<file path="config.mk">
export PLATFORM = sky130hd
export DESIGN_NAME = ddr_iq_deframer
export DESIGN_NICKNAME = d
export VERILOG_FILES = /design/src/rtl/ddr_iq_deframer.sv
export SDC_FILE = /design/constraint.sdc
export NUM_CORES = 1
export LEC_CHECK = 0
export BUFFER_PORTS_ARGS = -buffer_cell sky130_fd_sc_hd__buf_2
export CORE_MARGIN = 10
export CORE_UTILIZATION = 40
export CTS_BUF_LIST = sky130_fd_sc_hd__clkbuf_8
export DETAILED_ROUTE_END_ITERATION = 6
export PLACE_DENSITY = 0.61
export SLEW_MARGIN = 0
export SYNTH_ARGS = -nofsm -noshare
export SYNTH_HDL_FRONTEND = slang
export SYNTH_SLANG_ARGS = --single-unit
</file>
<file path="constraint.sdc">
create_clock -name rx_clk -period 1.85 [get_ports rx_clk]
set_input_delay 0.0925 -clock rx_clk [delete_from_list [all_inputs] [get_ports rx_clk]]
set_output_delay 0.0925 -clock rx_clk [all_outputs]
set_load 0.01 [all_outputs]
</file>
<file path="src/rtl/ddr_iq_deframer.sv">
`timescale 1ns/1ps
module ddr_iq_deframer #(
  parameter int W = 12
) (
  input  logic         rst,
  input  logic         two_chan,
  input  logic         rx_clk,
  input  logic         rx_frame,
  input  logic [W-1:0] rx_data,
  output logic         radio_clk,
  output logic [W-1:0] ch0_i,
  output logic [W-1:0] ch0_q,
  output logic [W-1:0] ch1_i,
  output logic [W-1:0] ch1_q,
  output logic         smp_valid
);

  assign radio_clk = rx_clk;

  logic [W-1:0] fall_word;
  logic         fall_frame;

  always_ff @(negedge rx_clk) begin
    fall_word  <= rx_data;
    fall_frame <= rx_frame;
  end

  logic         prev_frame;
  logic         mode_q;
  logic         half_done;
  logic [W-1:0] hold_i;
  logic [W-1:0] hold_q;

  wire lead      = fall_frame & ~prev_frame;
  wire siso_ok   = lead & ~rx_frame;
  wire mimo_head = lead & rx_frame;
  wire mimo_tail = ~fall_frame & ~rx_frame;

  always_ff @(posedge rx_clk) begin
    if (rst) begin
      prev_frame <= 1'b1;
      mode_q     <= two_chan;
      half_done  <= 1'b0;
      hold_i     <= '0;
      hold_q     <= '0;
      ch0_i      <= '0;
      ch0_q      <= '0;
      ch1_i      <= '0;
      ch1_q      <= '0;
      smp_valid  <= 1'b0;
    end else begin
      prev_frame <= rx_frame;
      smp_valid  <= 1'b0;
      if (!half_done) mode_q <= two_chan;
      if (!mode_q) begin
        half_done <= 1'b0;
        if (siso_ok) begin
          ch0_i     <= fall_word;
          ch0_q     <= rx_data;
          ch1_i     <= '0;
          ch1_q     <= '0;
          smp_valid <= 1'b1;
        end
      end else if (half_done) begin
        half_done <= 1'b0;
        if (mimo_tail) begin
          ch1_i     <= hold_i;
          ch1_q     <= hold_q;
          ch0_i     <= fall_word;
          ch0_q     <= rx_data;
          smp_valid <= 1'b1;
        end
      end else if (mimo_head) begin
        hold_i    <= fall_word;
        hold_q    <= rx_data;
        half_done <= 1'b1;
      end
    end
  end

endmodule

</file>
==> flow_summary.yaml, run 1 <==
status:
  run_status: "finished with violations"
  failed_checks: "negative setup slack"
synthesis:
  syn_nets: 309
  syn_inst: 293
  syn_area_um2: 3310
  yosysTopAreaCell: "dfxtp_1"
  ys_ff_latch: 89
  synth_area_leaders: "dfxtp_1, mux2i_1, nand2b_1, o32ai_1, inv_1"
  synth.distinct_cells: 21
  synth.top_cell.area_share: 0.532
  ys_seq_area_frac: 0.541
  yosys_warnings: 0
  synth_area_per_cell_um2: 11.3
grt:
  grt_pass1_vias: 2431
  grt_max_degree: 37
  grt_pass1_wl_um: 12100
  antenna_found_initial: 0
  grtUsageTotal: 0.122
  overflow: 0
die:
  die_y_um: 111
  fp.coreArea_um2: 8130
  die-area_um2: 12300
  die_x_um: 111
  io_pins: 66
  std_cell_rows: 33
  initial_utilization: 0.407
layout:
  diodes: 0
  syn_to_final_growth_pct: 31.9
  fillers: 743
  nets: 408
  regArea_um2: 1790
  final_util: 0.537
  drive_gt1_frac: 0.307
  multi_input_area_um2: 1380
sta:
  setup_tns_ps: -20250
  slew_viol_final: 0
  setup_viol: 74
  worst_pin_slew_ps: 588
  maxSlewHeadroom: 0.608
  fin_skew_ps: 70.8
  rsz0062_at_grt: "yes"
  hold_viol: 0
  setup_ws_ps: -341
critical_path:
  rrSetupSlack_ps: -340
  slowest_stage: "dfxtp_2"
  cpLargestDelayFamily: "simple AND/OR/NAND/NOR gates"
  critPathMaxFanout: 6
  worstPathCellList: "nor4b_4, nand2b_4, buf_12, mux2i_2"
  cpPeakStageDelay_ps: 330
  worstSetupPathType: "reg -> reg"
  cp.arrival_ps: 2580
  end_kind: "flip-flop"
  required_ps: 2230
  crit_buf_inv: 1
  cp-start-kind: "flip-flop"
power_and_ir_drop:
  pwr_density_cell_nw_per_um2: 875
  p_total_uw: 3820
  leakage_uw: 0.00193
  max-vdd-ir-drop_uv: 596
detailed_routing:
  routed_via_density: 4.65
  num_vias: 2336
  drtIter0Drc: 41
  wl_per_cell_um: 15.2
  drtAntennaViolNets: 0
  drt-pass1-iter-count: 5
  wl_um: 7650
  route.detailed.drc: 0
min_path:
  hp-class: "in -> reg"
placement:
  gp_congestion: 0.692
  dp_hpwl_um: 5190
  port_buffers: 65
flow_run:
  max-cap-violations: 0
clock_tree:
  cts_tree: "built"
  clk_pin_slew_ps: 90
  clk_latency_ps: 520
cell families (layout without fill, tap and decap cells):
group,after synthesis,in the layout,synth area share
DFF,89,89,0.541
muxes,48,48,0.145
buffers and inverters,48,152,0.0718
AOI/OAI and AO/OA,24,24,0.0726
and+or+nand+nor,84,84,0.169
registers in the layout, indices dropped and copies added, names as in the netlist:
name	flops
smp_valid	1
fall_frame	1
fall_word	12
ch1_q	12
prev_frame	1
ch1_i	12
half_done	1
hold_q	12
mode_q	1
hold_i	12
ch0_q	12
ch0_i	12
report_power, final:
part	internal (uW)	leakage, uW	switching [uW]	total [uW]
sequential	1950	0.000725	13.6	1970
clock	853	0.000203	802	1650
combinational	101	0.00100	97.2	199
total	2910	0.00193	912	3820
worst reg2reg max path: cells and delay by family, from the launching register on:
family	cells	cell delay, ps
buffers and inverters	1	150
muxes	1	200
and+or+nand+nor	2	480
DFF	1	330
layer usage:
layer / global-route usage / share of wire / vias to the layer above
met2: 0.187 / 0.47 / 60
met1: 0.145 / 0.45 / 1094
met5: 0 / 0 / -
li1: - / - / 1172
met4: 0.0747 / 0.021 / 0
met3: 0.0400 / 0.061 / 10
layout by cell type (no fill, tap or decap):
cell type / instances
nor4b_4: 1
inv_4: 1
nand2_1: 1
buf_2: 65
o32ai_2: 10
bufinv_16: 1
nor2b_4: 1
clkinv_4: 3
nor3_4: 1
nor2_1: 1
or3_4: 1
buf_12: 3
nor2_2: 1
dfxtp_2: 1
or2b_1: 1
buf_8: 3
buf_4: 8
mux2i_2: 1
o32ai_1: 13
or2_2: 1
nand4bb_4: 1
dfxtp_1: 87
buf_6: 3
inv_1: 38
o32ai_4: 1
nand2b_4: 1
nand2b_1: 73
clkbuf_8: 13
clkbuf_16: 1
dlygate4sd3_1: 13
mux2i_1: 47
edfxtp_1: 1
synth_stat cells, drive strengths merged:
cell type and number:
or2b 1, inv 25, buf 11, nor4b 1, edfxtp 1, nand2 1, clkbuf 12, or3 1
mux2i 48, o32ai 24, dfxtp 88, nand4bb 1, or2 1, nand2b 74, nor2 2, nor3 1
nor2b 1
timing repair:
action                                  CTS  global route
hold buffers                             13             0
cloned                                    2             1
endpoints found under the setup margin   74            74
pin swaps                                 0             0
setup buffers                             1             0
resized for setup                        15            13
hold endpoints to repair                 22             0
cell type report:
class                   count  area share
repair buffers             95       0.154
flip-flops and latches     89       0.411
clock inverters            19      0.0264
clock buffers              14      0.0421
multi-input cells         156       0.316
inverters                  24      0.0206
well taps                 105      0.0301
path summary, 6_finish.rpt:
path / from / to / depth (start not counted)
worst max-delay path: fall_frame / ch0_q[3] / 4
worst min-delay path: rx_data[9] / ch0_q[9] / 3
worst max register to register: fall_frame / ch0_q[3] / 4
worst min register to register: ch1_q[10] / ch1_q[10] / 2
through the flow:
| step | hold slack [ps] | worst slack [ps] | instances | cell area (um^2) |
|---|---|---|---|---|
| floorplan | 184 | -307 | 293 | 3330 |
| global placement | 193 | -270 | 455 | 3760 |
| detailed placement | 193 | -331 | 455 | 3760 |
| CTS | 1.46 | -324 | 502 | 4290 |
| global route | 4.16 | -420 | 502 | 4370 |
| finish | 0.149 | -341 | 502 | 4370 |
No activity file was read; power rests on OpenSTA's default activity.
==> inputs of run 2 (changes only) <==
--- a/config.mk
+++ b/config.mk
@@ -6,6 +6,7 @@
 export NUM_CORES = 1
 export LEC_CHECK = 0
 export BUFFER_PORTS_ARGS = -buffer_cell sky130_fd_sc_hd__buf_2
+export CORE_ASPECT_RATIO = 0.9
 export CORE_MARGIN = 10
 export CORE_UTILIZATION = 40
 export CTS_BUF_LIST = sky130_fd_sc_hd__clkbuf_8
==> flow_summary.yaml, run 2 (synthesized netlist as in run 1, its figures left out) <==
layout:
  fillers: 733
  syn_to_final_growth_pct: 30.0
  instances_no_fill: 494
  diodes: 0
  multi_input_area_um2: 1350
  final_util: 0.533
  final_common_cell: "dfxtp_1"
  regArea_um2: 1790
  drive_gt1_frac: 0.296
  stdcell_area_um2: 4300
  nets: 406
  layout_common_cells: "dfxtp_1, nand2b_1, buf_2, mux2i_1, inv_1"
detailed_routing:
  wl_um: 7610
  route.detailed.drc: 0
  drtIter0Drc: 82
  num_vias: 2268
  drt-pass1-iter-count: 4
  routed_via_density: 4.59
  wl_per_cell_um: 15.4
  drtAntennaViolNets: 0
critical_path:
  cp-endpoint: "ch0_q[11]"
  reg2reg_from: "fall_frame"
  critPathMaxFanout: 8
  cp-start-kind: "flip-flop"
  worst_r2r_path_depth: 4
  reg2reg_to: "ch0_q[11]"
  rrSetupSlack_ps: -390
  worstSetupPathType: "reg -> reg"
  end_kind: "flip-flop"
  crit_start: "fall_frame"
  required_ps: 2250
  cp.arrival_ps: 2640
placement:
  dpl_worst_slack_ps: -527
  port_buffers: 65
  place_inst: 445
  dp_hpwl_um: 5180
  place_area_um2: 3730
  gp_congestion: 0.715
sta:
  fin_skew_ps: 60.8
  setup_viol: 74
  hold_viol: 0
  maxSlewHeadroom: 0.627
  setup_ws_ps: -392
  slew_viol_final: 0
  rsz0062_at_grt: "yes"
  worst_pin_slew_ps: 560
  setup_tns_ps: -22940
clock_tree:
  cts_tree: "built"
  clk_pin_slew_ps: 90
  clk_latency_ps: 520
die:
  initial_utilization: 0.410
  fp.coreArea_um2: 8070
  die_x_um: 116
  std_cell_rows: 31
  die_y_um: 106
  die-area_um2: 12300
  io_pins: 66
min_path:
  hold_path.startpoint: "rst"
  hp-class: "in -> reg"
grt:
  grt_pass1_vias: 2366
  grtUsageTotal: 0.130
  antenna_found_initial: 0
  overflow: 0
  grt_max_degree: 38
  grt_pass1_wl_um: 12400
power_and_ir_drop:
  max-vdd-ir-drop_uv: 559
  pwr_density_cell_nw_per_um2: 880
  leakage_uw: 0.00191
status:
  run_status: "finished with violations"
  failed_checks: "negative setup slack"
flow_run:
  max-cap-violations: 0
## run 2: worst min path at each step
stage | cells after the start | to
after floorplan | 1 | radio_clk
after global placement | 1 | radio_clk
after detailed placement | 1 | radio_clk
after CTS | 2 | half_done
after global routing | 2 | half_done
final | 2 | half_done
## run 2: area by class of cell
type                       instances  share of cell area
multi-input combinational        156               0.314
inverter                          24              0.0209
timing repair buffer              93               0.151
tap                               99              0.0288
clock buffer                      14              0.0428
sequential                        89               0.417
clock inverter                    19              0.0250
## run 2: critical path: stages, from the launching register on
cell      delay (ps)
dfxtp_2          340
nor4b_4          260
nand2b_4         240
buf_12           150
mux2i_1          200
## run 2: report_power, final
| part | switching (uW) | internal [uW] |
|---|---|---|
| combinational | 93.8 | 101 |
| clock | 785 | 841 |
| sequential | 13.4 | 1950 |
| total | 893 | 2890 |
## run 2: repair_timing
item	CTS	global route
endpoints found under the setup margin	74	74
resized for setup	12	7
hold buffers	14	0
endpoints found under the hold margin	26	0
setup buffers	3	0
cloned	2	0
## run 2: per-layer routing
metal	vias to the layer above	share of wire	GRT usage
li1	1170	-	-
met1	1039	0.46	0.153
met2	47	0.46	0.199
met3	12	0.065	0.0646
met4	0	0.017	0.0509
met5	-	0	0
## run 2: per-stage QoR
| stage | power, uW | hold WS [ps] |
|---|---|---|
| 2_1_floorplan | 2200 | 184 |
| 3_3_place_gp | 2250 | 193 |
| 3_5_place_dp | 2250 | 193 |
| 4_1_cts | 3840 | 85.5 |
| 5_1_grt | 3970 | 126 |
| 6_report | 3790 | 117 |
==> inputs of run 3 (changes only) <==
--- a/config.mk
+++ b/config.mk
@@ -5,6 +5,7 @@
 export SDC_FILE = /design/constraint.sdc
 export NUM_CORES = 1
 export LEC_CHECK = 0
+export ABC_AREA = 1
 export BUFFER_PORTS_ARGS = -buffer_cell sky130_fd_sc_hd__buf_2
 export CORE_ASPECT_RATIO = 0.9
 export CORE_MARGIN = 10
==> flow_summary.yaml, run 3 <==
critical_path:
  worstSetupPathType: "reg -> reg"
  required_ps: 2210
  worst_r2r_path_depth: 5
  cp.arrival_ps: 2500
  end_kind: "flip-flop"
  cp-start-kind: "flip-flop"
  critPathMaxFanout: 25
  rrSetupSlack_ps: -280
synthesis:
  yosysTopAreaCell: "dfxtp_1"
  syn_inst: 452
  synth.distinct_cells: 17
  syn_area_um2: 3370
  ys_ff_latch: 89
  synth_area_per_cell_um2: 7.45
  syn_nets: 468
  ys_seq_area_frac: 0.532
  async_flop_share: 0
  yosysMostFrequentCell: "dfxtp_1"
  ys.flop_type: "dfxtp_1"
  synth_area_leaders: "dfxtp_1, nand3_1, nand2_1, nor2_1, a21oi_1"
  ys_top_cells_by_count: "dfxtp_1, nand2_1, nor2_1"
  synth.top_cell.area_share: 0.523
  synth_edf_count: 1
  yosys_warnings: 0
placement:
  gp_congestion: 0.787
  port_buffers: 65
  dp_hpwl_um: 5940
  place_area_um2: 3840
layout:
  diodes: 0
  drive_gt1_frac: 0.372
  fillers: 716
  syn_to_final_growth_pct: 51.0
  final_common_cell: "dfxtp_1"
  layout_common_cells: "dfxtp_1, nor2_1, inv_1, buf_2, nand2_1"
  regArea_um2: 1800
  stdcell_area_um2: 5080
  nets: 576
  multi_input_area_um2: 1640
grt:
  grt_pass1_vias: 3061
  grtUsageTotal: 0.149
  grt_max_degree: 49
  grt_pass1_wl_um: 14900
  antenna_found_initial: 0
  overflow: 0
detailed_routing:
  wl_um: 10700
  drt-pass1-iter-count: 4
  drtIter0Drc: 129
  num_vias: 3293
  route.detailed.drc: 0
  drtAntennaViolNets: 0
  wl_per_cell_um: 16.1
  routed_via_density: 4.96
clock_tree:
  cts_tree: "built"
  clk_pin_slew_ps: 90
  clk_latency_ps: 530
sta:
  slew_viol_final: 0
  hold_viol: 0
  rsz0062_at_grt: "yes"
  fin_skew_ps: 64.0
  setup_ws_ps: -285
  maxSlewHeadroom: 0.742
  hold_ws_ps: 134
  setup_viol: 73
  worst_pin_slew_ps: 387
die:
  die_x_um: 117
  std_cell_rows: 31
  die-area_um2: 12500
  die_y_um: 107
  initial_utilization: 0.415
  io_pins: 66
  fp.coreArea_um2: 8110
power_and_ir_drop:
  p_total_uw: 4050
  pwr_density_cell_nw_per_um2: 797
  leakage_uw: 0.00243
  max-vdd-ir-drop_uv: 593
min_path:
  hp-class: "in -> reg"
  holdPathStages: 3
status:
  failed_checks: "negative setup slack"
  run_status: "finished with violations"
flow_run:
  max-cap-violations: 0
## run 3: logic make-up (layout without fill, tap and decap cells)
| logic type | count (synthesis) | after routing | share of synthesized area |
|---|---|---|---|
| AO/OA/AOI/OAI | 49 | 49 | 0.0728 |
| flip-flops | 89 | 89 | 0.532 |
| AND/OR/NAND/NOR | 228 | 228 | 0.285 |
| buffers and inverters | 86 | 199 | 0.110 |
## run 3: power by group
group          switching [uW]  internal [uW]  total, uW
clock                     828            937       1760
combinational             168            127        295
sequential               31.0           1960       1990
total                    1030           3030       4050
## run 3: per-stage QoR
step           setup TNS (ps)  setup WS, ps  instances  utilization
3_5_place_dp           -12830          -224        600        0.474
5_1_grt                -22510          -368        664        0.627
4_1_cts                -13590          -213        650        0.544
6_report               -17950          -285        664        0.627
3_3_place_gp           -12200          -192        600        0.474
2_1_floorplan           -6530          -116        452            -
## run 3: metal layers
layer | wire length, um | global-route usage | part of all wire
met1 | 4770 | 0.181 | 0.45
met5 | 0 | 0 | 0
met2 | 5230 | 0.239 | 0.49
met3 | 576 | 0.0502 | 0.054
met4 | 140 | 0.0547 | 0.013
## run 3: path summary, 6_finish.rpt
kind | from | to
worst min register to register | ch1_i[8] | ch1_i[8]
worst max register to register | fall_frame | ch0_i[10]
worst min-delay path | rst | ch1_i[1]
worst max-delay path | fall_frame | ch0_i[10]
## run 3: area by class of cell
cell class                 count  share of cell area
clock buffer                  13              0.0335
clock inverter                20              0.0263
inverter                      53              0.0391
multi-input combinational    277               0.323
sequential                    89               0.353
tap                           99              0.0244
timing repair buffer         113               0.201
## run 3: critical path, cell delays in order, from the launching register on
cell and delay (ps):
dfxtp_4 360, nor2_4 150, nand2_4 130, buf_12 190, a21oi_1 150, nor2_1 60
## run 3: timing repair
action	4_1_cts	5_1_grt
pin swaps	3	31
endpoints found under the hold margin	27	0
setup endpoints to repair	73	73
gates resized for setup	17	106
hold buffers	14	0
gates cloned	2	12
buffers inserted	3	3
